$ cat src/rtl/evt_irq_pkg.sv
package evt_irq_pkg;

  typedef enum logic {
    PATH_MSI  = 1'b0,
    PATH_MSIX = 1'b1
  } irq_path_e;

  // Sequential vector for one log; the caller truncates to its width.
  function automatic int unsigned seq_vector(int unsigned base, int unsigned idx);
    return base + idx;
  endfunction

  // Extended table mode wins over plain MSI.
  function automatic irq_path_e pick_path(logic msix_en);
    return msix_en ? PATH_MSIX : PATH_MSI;
  endfunction

  function automatic logic any_mode(logic msix_en, logic msi_en);
    return msix_en | msi_en;
  endfunction

endpackage

$ cat src/rtl/evt_vec_table.sv
module evt_vec_table #(
  parameter int NUM_LOGS  = 5,
  parameter int VEC_W     = 11,
  parameter int SRC_IDX   = 0,
  parameter int ALIAS_IDX = 4
) (
  input  logic                           clk,
  input  logic                           rst_n,
  input  logic                           init_strobe,
  input  logic [VEC_W-1:0]               init_base,
  output logic [NUM_LOGS-1:0][VEC_W-1:0] vec_q
);
  import evt_irq_pkg::*;

  localparam int CHK_IDX = (ALIAS_IDX == NUM_LOGS - 1) ? NUM_LOGS - 2 : NUM_LOGS - 1;

  for (genvar i = 0; i < NUM_LOGS; i++) begin : g_vec
    localparam int OFS = (i == ALIAS_IDX) ? SRC_IDX : i;
    always_ff @(posedge clk) begin
      if (!rst_n)
        vec_q[i] <= VEC_W'(seq_vector(0, OFS));
      else if (init_strobe)
        vec_q[i] <= VEC_W'(seq_vector(int'(init_base), OFS));
    end
  end


  init_seq_chk: assert property (@(posedge clk) disable iff (!rst_n)
    init_strobe |=> vec_q[CHK_IDX] == VEC_W'($past(init_base) + VEC_W'(CHK_IDX)));

  vec_hold_chk: assert property (@(posedge clk) disable iff (!rst_n)
    !init_strobe |=> $stable(vec_q));

  alias_chk: assert property (@(posedge clk) disable iff (!rst_n)
    init_strobe |=> vec_q[ALIAS_IDX] == vec_q[SRC_IDX]);

endmodule

$ cat src/rtl/evt_en_reg.sv
module evt_en_reg #(
  parameter int NUM_LOGS = 5
) (
  input  logic                clk,
  input  logic                rst_n,
  input  logic                en_load,
  input  logic [NUM_LOGS-1:0] en_value,
  output logic [NUM_LOGS-1:0] en_q
);
  always_ff @(posedge clk) begin
    if (!rst_n)
      en_q <= '0;
    else if (en_load)
      en_q <= en_value;
  end


  en_hold_chk: assert property (@(posedge clk) disable iff (!rst_n)
    !en_load |=> $stable(en_q));

  en_load_chk: assert property (@(posedge clk) disable iff (!rst_n)
    en_load |=> en_q == $past(en_value));

endmodule

$ cat src/rtl/evt_scan.sv
module evt_scan #(
  parameter int NUM_LOGS = 5,
  localparam int IDX_W   = (NUM_LOGS > 1) ? $clog2(NUM_LOGS) : 1
) (
  input  logic                clk,
  input  logic                rst_n,
  input  logic                trigger,
  input  logic [NUM_LOGS-1:0] en,
  input  logic [NUM_LOGS-1:0] nonempty,
  input  logic                mode_any,
  input  logic                ready,
  output logic                offer,
  output logic [IDX_W-1:0]    idx_q,
  output logic                busy_q
);
  localparam logic [IDX_W-1:0] LAST = IDX_W'(NUM_LOGS - 1);

  logic pend_q;
  logic step, last, scan_done, restart;

  assign offer     = busy_q & en[idx_q] & nonempty[idx_q] & mode_any;
  assign step      = busy_q & (~offer | ready);
  assign last      = (idx_q == LAST);
  assign scan_done = step & last;
  assign restart   = pend_q | trigger;

  always_ff @(posedge clk) begin
    if (!rst_n) begin
      busy_q <= 1'b0;
      pend_q <= 1'b0;
      idx_q  <= '0;
    end else if (!busy_q) begin
      if (trigger) begin
        busy_q <= 1'b1;
        idx_q  <= '0;
      end
    end else begin
      if (scan_done) begin
        idx_q  <= '0;
        pend_q <= 1'b0;
        busy_q <= restart;
      end else begin
        if (step)
          idx_q <= idx_q + 1'b1;
        if (trigger)
          pend_q <= 1'b1;
      end
    end
  end


  start_chk: assert property (@(posedge clk) disable iff (!rst_n)
    !busy_q && trigger |=> busy_q && idx_q == '0);

  hold_chk: assert property (@(posedge clk) disable iff (!rst_n)
    offer && !ready |=> busy_q && idx_q == $past(idx_q));

  order_chk: assert property (@(posedge clk) disable iff (!rst_n)
    step && !last |=> idx_q == $past(idx_q) + 1'b1);

  rescan_chk: assert property (@(posedge clk) disable iff (!rst_n)
    scan_done && restart |=> busy_q && idx_q == '0);

  idle_chk: assert property (@(posedge clk) disable iff (!rst_n)
    scan_done && !restart |=> !busy_q);

endmodule

$ cat src/rtl/evt_irq_dispatch.sv
module evt_irq_dispatch #(
  parameter int NUM_LOGS  = 5,
  parameter int VEC_W     = 11,
  parameter int INFO_IDX  = 0,
  parameter int SHARE_IDX = 4
) (
  input  logic                clk,
  input  logic                rst_n,
  input  logic                init_strobe,
  input  logic [VEC_W-1:0]    init_base,
  input  logic                en_load,
  input  logic [NUM_LOGS-1:0] en_value,
  input  logic [NUM_LOGS-1:0] log_nonempty,
  input  logic                msix_on,
  input  logic                msi_on,
  input  logic                trigger,
  output logic                note_valid,
  input  logic                note_ready,
  output logic [VEC_W-1:0]    note_vector,
  output logic                note_path
);
  import evt_irq_pkg::*;

  localparam int IDX_W = (NUM_LOGS > 1) ? $clog2(NUM_LOGS) : 1;

  logic [NUM_LOGS-1:0][VEC_W-1:0] vec_q;
  logic [NUM_LOGS-1:0]            en_q;
  logic [IDX_W-1:0]               cur_idx;
  logic                           scan_busy;
  logic                           offer;
  irq_path_e                      path_sel;

  evt_vec_table #(
    .NUM_LOGS (NUM_LOGS),
    .VEC_W    (VEC_W),
    .SRC_IDX  (INFO_IDX),
    .ALIAS_IDX(SHARE_IDX)
  ) u_vec (
    .clk        (clk),
    .rst_n      (rst_n),
    .init_strobe(init_strobe),
    .init_base  (init_base),
    .vec_q      (vec_q)
  );

  evt_en_reg #(.NUM_LOGS(NUM_LOGS)) u_en (
    .clk     (clk),
    .rst_n   (rst_n),
    .en_load (en_load),
    .en_value(en_value),
    .en_q    (en_q)
  );

  evt_scan #(.NUM_LOGS(NUM_LOGS)) u_scan (
    .clk     (clk),
    .rst_n   (rst_n),
    .trigger (trigger),
    .en      (en_q),
    .nonempty(log_nonempty),
    .mode_any(any_mode(msix_on, msi_on)),
    .ready   (note_ready),
    .offer   (offer),
    .idx_q   (cur_idx),
    .busy_q  (scan_busy)
  );

  assign path_sel    = pick_path(msix_on);
  assign note_valid  = offer;
  assign note_vector = vec_q[cur_idx];
  assign note_path   = path_sel;


  mode_gate_chk: assert property (@(posedge clk) disable iff (!rst_n)
    note_valid |-> (msix_on || msi_on));

  msix_first_chk: assert property (@(posedge clk) disable iff (!rst_n)
    note_valid && msix_on |-> note_path);

  vec_stable_chk: assert property (@(posedge clk) disable iff (!rst_n)
    note_valid && !note_ready && !init_strobe |=> $stable(note_vector));

  busy_valid_chk: assert property (@(posedge clk) disable iff (!rst_n)
    note_valid |-> scan_busy);

endmodule

$ cat config.mk
export PLATFORM = sky130hd
export DESIGN_NAME = evt_irq_dispatch
export DESIGN_NICKNAME = d
export VERILOG_FILES = /design/src/rtl/evt_irq_pkg.sv /design/src/rtl/evt_vec_table.sv /design/src/rtl/evt_en_reg.sv /design/src/rtl/evt_scan.sv /design/src/rtl/evt_irq_dispatch.sv
export SDC_FILE = /design/constraint.sdc
export NUM_CORES = 1
export LEC_CHECK = 0
export BUFFER_PORTS_ARGS = -buffer_cell sky130_fd_sc_hd__buf_2
export CORE_MARGIN = 2
export CORE_UTILIZATION = 45
export CTS_CLUSTER_SIZE = 8
export DETAILED_ROUTE_END_ITERATION = 10
export PLACE_DENSITY_LB_ADDON = 0.25
export SLEW_MARGIN = 5
export SYNTH_ARGS = -nofsm -noshare
export SYNTH_HDL_FRONTEND = slang
export SYNTH_SLANG_ARGS = --single-unit
$ cat constraint.sdc
create_clock -name clk -period 3.6 [get_ports clk]
set_input_delay 0.36 -clock clk [delete_from_list [all_inputs] [get_ports clk]]
set_output_delay 0.36 -clock clk [all_outputs]
set_load 0.01 [all_outputs]
==> results.txt, run 1 <==
status - finished clean
row count - 28
hold_buf cts - 0
RSZ-0062 raised after global routing - false
layout cell share with drive strength beyond 1 - 18.0%
overall die height - 81.5 um
Congestion Overflow GR - 0
Area Growth Syn to Fin - 11.1%
met1 track demand over resource - 27.8%
Hold Violations, Final - 0
Final Total Pwr - 1180 uW
CP max FO - 13
clock buffer count from CTS - 5
P_sw - 326 uW
DRC - 0
Via Count - 2278
cell taking the most area after synthesis - dfxtp_1
Synth Instances - 313
Tcrit/Tclk final - 68.5%
Routed wire per std cell - 14.8 um
Post-DRT Antenna Nets - 0
met2 Track Usage GR - 31.6%
I/O Pins - 42
area occupied by multi-input gates - 1520 um^2
GRT Overall Usage - 19.7%
max-slew violations - 0
crit end category - primary output
measured slew at the worst slew-check pin - 0.990 ns
root buffer cell - clkbuf_8
htree depth - 2
Leakage - 0.00118 uW
Setup CP Type - flip-flop to primary output
Cell Chain, Critical Path - inv_2 -> nor2_1 -> a22oi_1 -> o22ai_1 -> buf_2
Post-CTS Setup Repair Bufs - 0
Clock Pin Slew Worst Setup and Hold Paths - 0.09 ns
dominant cells by area after synthesis - dfxtp_1 39%, mux2i_1 10%, nor2_1 6.5%
initial core utilization - 46.2%
Ys Warns - 0
nets - 372
I/O Buffers - 41
CP peak stage delay - 0.79 ns
busiest grt layer - met2
Detailed Route Iter0 Violations - 74
CTS Buffer Depth - 2
pin count of the biggest net entering global routing - 38
Fillers - 580
first-pass GRT wire length - 10.2 mm
Clock Sinks - 52
class of the worst hold path - primary input to flip-flop
Yosys top cell area share - 38.5%
cell area after synthesis - 2700 um^2
Comb pwr share - 17.4%
final HPWL from detailed placement - 4.11 mm
min Tclk post-route - 2.47 ns
Post-Route Utilization - 51.3%
slowest stage cell, crit path - nor2_1
met3 Usage GRT - 3.30%
dpl cell area - 2910 um^2
reported max-cap violation count - 0
post-synthesis sequential area ratio - 38.5%
Clock power frac - 29.0%
startpoint types - flip-flop
fraction of registers with async set/reset - 0%
Reg area - 1040 um^2
Core Area - 5850 um^2
Setup-failing EPs final - 0
Reg power frac - 53.6%
Final Cell Area - 3000 um^2
Setup Skew - 0.00483 ns
Clock Latency Late Sink - 0.29 ns
net count after synthesis - 348
Max-slew headroom - 33.7%
EDFF count, synth - 0
syn_area_per_cell - 8.63 um^2
Sw Share - 27.7%
Synth cell types - 43
initial antenna violation count - 0
RePlAce Congestion - 0.764
die outline area - 6640 um^2
f_max - 406 MHz
critical path's top delay family - simple AND/OR/NAND/NOR gates
Top FF cell, synth - dfxtp_1
critical path data arrival time - 2.11 ns
via/cell ratio - 5.52
vias in the first global route - 2140
first drt pass iteration count - 4
Fin Hold WS - 0.300 ns
flops & latches, synth - 52
Max VDD drop - 195 uV
P_int - 853 uW
setup_tns - 0 ns
WP data required - 3.24 ns
pwr dens - 393 nW/um^2
WL final - 6.12 mm
Die W - 81.5 um
worst path bufs/invs - 2
# diodes - 0
PostCTS Resize Cnt - 0
CTS tree - done
[power by group through the flow]
stage	sequential (uW)	combinational (uW)	clock, uW
after floorplan	640	148	0
after global placement	644	203	0
after detailed placement	645	205	0
after CTS	632	206	353
after global routing	637	230	375
final	632	205	342
[cells in the mapped netlist, drive strengths merged, types with 3 or more instances]
cell / count
a211oi: 20
a21oi: 8
a22oi: 10
a311oi: 5
and3: 4
buf: 16
clkbuf: 12
dfxtp: 52
ha: 6
inv: 6
mux2i: 27
nand2: 21
nand2b: 4
nand3: 9
nand4: 3
nor2: 47
o21ai: 10
o22ai: 12
or3: 5
xnor2: 7
xor2: 10
[cells by family after synthesis]
group / count (synthesis) / share of synthesized area [%]
muxes: 29 / 10.8
and+or+nand+nor: 103 / 18.7
AOI/OAI and AO/OA: 72 / 18.2
xor gates and xnor gates: 17 / 5.51
buffers and inverters: 34 / 5.37
DFF: 52 / 38.5
adders and majority gates: 6 / 2.78
[per-stage QoR]
| stage | setup slack [ns] | cells |
|---|---|---|
| 2_1_floorplan | 1.94 | 313 |
| 3_3_place_gp | 1.54 | 405 |
| 3_5_place_dp | 1.55 | 405 |
| 4_1_cts | 1.21 | 413 |
| 5_1_grt | 1.07 | 413 |
| 6_report | 1.13 | 413 |
[routing by layer]
| metal | part of all wire (%) | wire [um] | up-vias |
|---|---|---|---|
| met5 | 0 | 0 | - |
| met2 | 46 | 2810 | 43 |
| met1 | 50 | 3060 | 1070 |
| met4 | 0.41 | 25 | 0 |
| li1 | - | - | 1163 |
| met3 | 3.6 | 222 | 2 |
[registers in the layout, summed over array words and instances (netlist names)]
name,count
u_en.en_q,5
u_scan.busy_q,1
u_scan.idx_q,3
u_scan.pend_q,1
u_vec.vec_q,42
[worst min-delay path, cell delays in order]
cell and delay, ns:
buf_2 0.08, mux2i_1 0.06, nor2_1 0.07
[worst paths after layout]
kind	slack, ns	depth (start not counted)	to	start
min	0.30	3	u_en.en_q[2]$_SDFFE_PN0P_	en_value[2]
max	1.13	5	note_vector[9]	u_scan.idx_q[1]$_SDFFE_PN0P_
max reg2reg	1.99	6	u_scan.idx_q[2]$_SDFFE_PN0P_	u_scan.idx_q[1]$_SDFFE_PN0P_
min reg2reg	0.47	2	u_vec.vec_q[12]$_SDFFE_PN0P_	u_vec.vec_q[12]$_SDFFE_PN0P_
[cell usage in the layout, fill, tap and decap left out, types with 5 or more instances in the layout]
cell type,netlist,final
buf_2,8,41
clkbuf_8,0,6
mux2i_1,27,27
a22oi_1,10,10
a21oi_1,8,8
ha_1,6,6
xor2_1,10,10
nand3_1,8,8
nor2_1,47,47
a211oi_1,19,19
dfxtp_1,52,52
or3_1,5,5
nand2_1,20,20
a311oi_1,5,5
o21ai_0,9,9
xnor2_1,7,7
o22ai_1,12,12
[layout make-up]
class	instances	share of cell area, %
clock inverters	2	0.334
flip-flops and latches	52	34.7
inverters	6	0.751
multi-input cells	227	50.5
clock buffers	6	2.75
well taps	75	3.13
repair buffers	45	7.84
(Power assumes the default switching activity.)
==> run 2: changes to the inputs <==
clock period = 2.3 ns   (was 3.6 ns; I/O delays follow)
==> run 2 against run 1 <==
Effect of this change:
- wire length increased by 6.0%
- cell area increased by 0.75%
- sequential share of layout area down 0.26 points
- highest routed layer unchanged
- global-route usage grew 0.98 points
- cell count grew 0.73%
- combinational power up 59%
- via count is 2.0% higher
- critical endpoint unchanged
- total power increased by 58%
- first-iteration DRC count up 51%
- count of clock-buffer cells in the layout is 2 higher
==> results.txt, run 2 (synthesized netlist as in run 1, its figures left out) <==
Congestion Overflow GR - 0 (unchanged)
class of the worst hold path - primary input to flip-flop
Max-slew headroom - 56.8% (+23 points)
register-to-register setup slack - 0.66 ns (-1.33 ns)
Setup CP Type - flip-flop to primary output
CTS tree - done
overall die height - 81.5 um (unchanged)
Cell Chain, Critical Path - nor2_2 -> a22oi_1 -> o22ai_1 -> buf_2
Setup-failing EPs final - 0 (unchanged)
RePlAce Congestion - 0.796 (+4.1%)
startpoint types - flip-flop
Routed wire per std cell - 15.6 um (+5.2%)
die outline area - 6640 um^2 (unchanged)
CTS Buffer Depth - 2 (unchanged)
RSZ-0062 raised after global routing - false
vias in the first global route - 2149 (+0.42%)
Setup Skew - 0.00209 ns (-0.00274 ns)
pin count of the biggest net entering global routing - 39 (+2.6%)
layout cell share with drive strength beyond 1 - 18.5% (+0.43 points)
measured slew at the worst slew-check pin - 0.647 ns (-0.343 ns)
Via Count - 2324 (+2.0%)
clock buffer count from CTS - 5 (unchanged)
CP peak stage delay - 0.54 ns (-0.25 ns)
Tcrit/Tclk final - 85.8%
hold_buf cts - 0 (unchanged)
register with the most flip-flops - u_vec.vec_q
Die W - 81.5 um (unchanged)
worst path bufs/invs - 1 (-1)
max reg flops - 42 (unchanged)
max-slew violations - 0 (unchanged)
I/O Pins - 42 (unchanged)
Final WS setup - 0.326 ns (-0.809 ns)
f_max - 507 MHz
critical path's top delay family - simple AND/OR/NAND/NOR gates
htree depth - 2 (unchanged)
first drt pass iteration count - 4 (unchanged)
initial antenna violation count - 0 (unchanged)
pwr dens - 617 nW/um^2 (+57%)
reported max-cap violation count - 0 (unchanged)
WP data required - 2.07 ns (-1.17 ns)
PostCTS Resize Cnt - 0 (unchanged)
WL final - 6.49 mm (+6.0%)
status - finished clean
via/cell ratio - 5.59 (+1.3%)
Post-CTS Setup Repair Bufs - 0 (unchanged)
final HPWL from detailed placement - 4.31 mm (+4.9%)
Clock Latency Late Sink - 0.30 ns (about the same)
Detailed Route Iter0 Violations - 112 (+51%)
Place WS - 0.368 ns (-1.18 ns)
row count - 28 (unchanged)
Core Area - 5850 um^2 (unchanged)
biggest registers after layout - u_vec.vec_q x42, u_en.en_q x5, u_scan.idx_q x3
Clock Sinks - 52 (unchanged)
critical path data arrival time - 1.74 ns (-0.37 ns)
DRC - 0 (unchanged)
Hold Violations, Final - 0 (unchanged)
Clock Pin Slew Worst Setup and Hold Paths - 0.09 ns (about the same)
Max VDD drop - 360 uV (+85%)
nets - 375 (+0.81%)
setup_tns - 0 ns (unchanged)
most common cell after layout, fill and taps aside - dfxtp_1
GRT Overall Usage - 20.7% (+0.98 points)
initial core utilization - 46.2% (unchanged)
most frequent cells in the layout - 52 x dfxtp_1, 46 x nor2_1, 41 x buf_2
slowest stage cell, crit path - nor2_2
I/O Buffers - 41 (unchanged)
min Tclk post-route - 1.97 ns
Post-DRT Antenna Nets - 0 (unchanged)
crit end category - primary output
Area Growth Syn to Fin - 11.9%
first-pass GRT wire length - 10.7 mm (+4.0%)
# diodes - 0 (unchanged)
Leakage - 0.00119 uW (+1.0%)
root buffer cell - clkbuf_8
CP max FO - 10 (-3)
[run 2: metal layers]
layer  routed length (um)  vias up  share of wire, %  GRT usage (%)
met5                    0        -                 0              0
met4                   93        0               1.4           5.93
met3                  272        9               4.2           3.30
met2                 2950       54                45           33.2
met1                 3170     1094                49           28.8
li1                     -     1167                 -              -
[run 2: report_power, final]
group          internal [uW]  switching [uW]
clock network            247             299
logic                    138             188
registers                959            32.1
[run 2: worst register-to-register path: cells and delay by family, from the launching register on]
| kind | cells | cell delay, ns |
|---|---|---|
| compound gates | 4 | 0.67 |
| buf+inv | 1 | 0.29 |
| flops | 1 | 0.35 |
| simple gates | 1 | 0.22 |
[run 2: final cells by class]
type / instances / area [um^2]
Multi-Input combinational cell: 227 / 1520
Sequential cell: 52 / 1040
Tap cell: 75 / 93.8
Clock buffer: 8 / 90.1
Fill cell: 568 / 2830
Timing Repair Buffer: 48 / 258
Inverter: 6 / 22.5
[run 2: per-stage QoR]
step | hold WS [ns] | utilization, % | total power [uW] | std cells | cell area (um^2)
after floorplan | 0.330 | - | 1230 | 313 | 2700
after detailed placement | 0.465 | 50.1 | 1340 | 408 | 2930
after global routing | 0.170 | 51.7 | 1950 | 416 | 3020
after global placement | 0.457 | 50.1 | 1330 | 408 | 2930
after CTS | 0.158 | 51.6 | 1870 | 416 | 3020
final | 0.161 | 51.7 | 1860 | 416 | 3020
[run 2: path summary, 6_finish.rpt]
path	startpoint	to	depth (start not counted)
max reg2reg	u_scan.idx_q[1]$_SDFFE_PN0P_	u_scan.idx_q[2]$_SDFFE_PN0P_	6
max	u_scan.idx_q[2]$_SDFFE_PN0P_	note_vector[9]	4
min	en_value[4]	u_en.en_q[4]$_SDFFE_PN0P_	3
min reg2reg	u_vec.vec_q[22]$_SDFFE_PN0P_	u_vec.vec_q[22]$_SDFFE_PN0P_	2
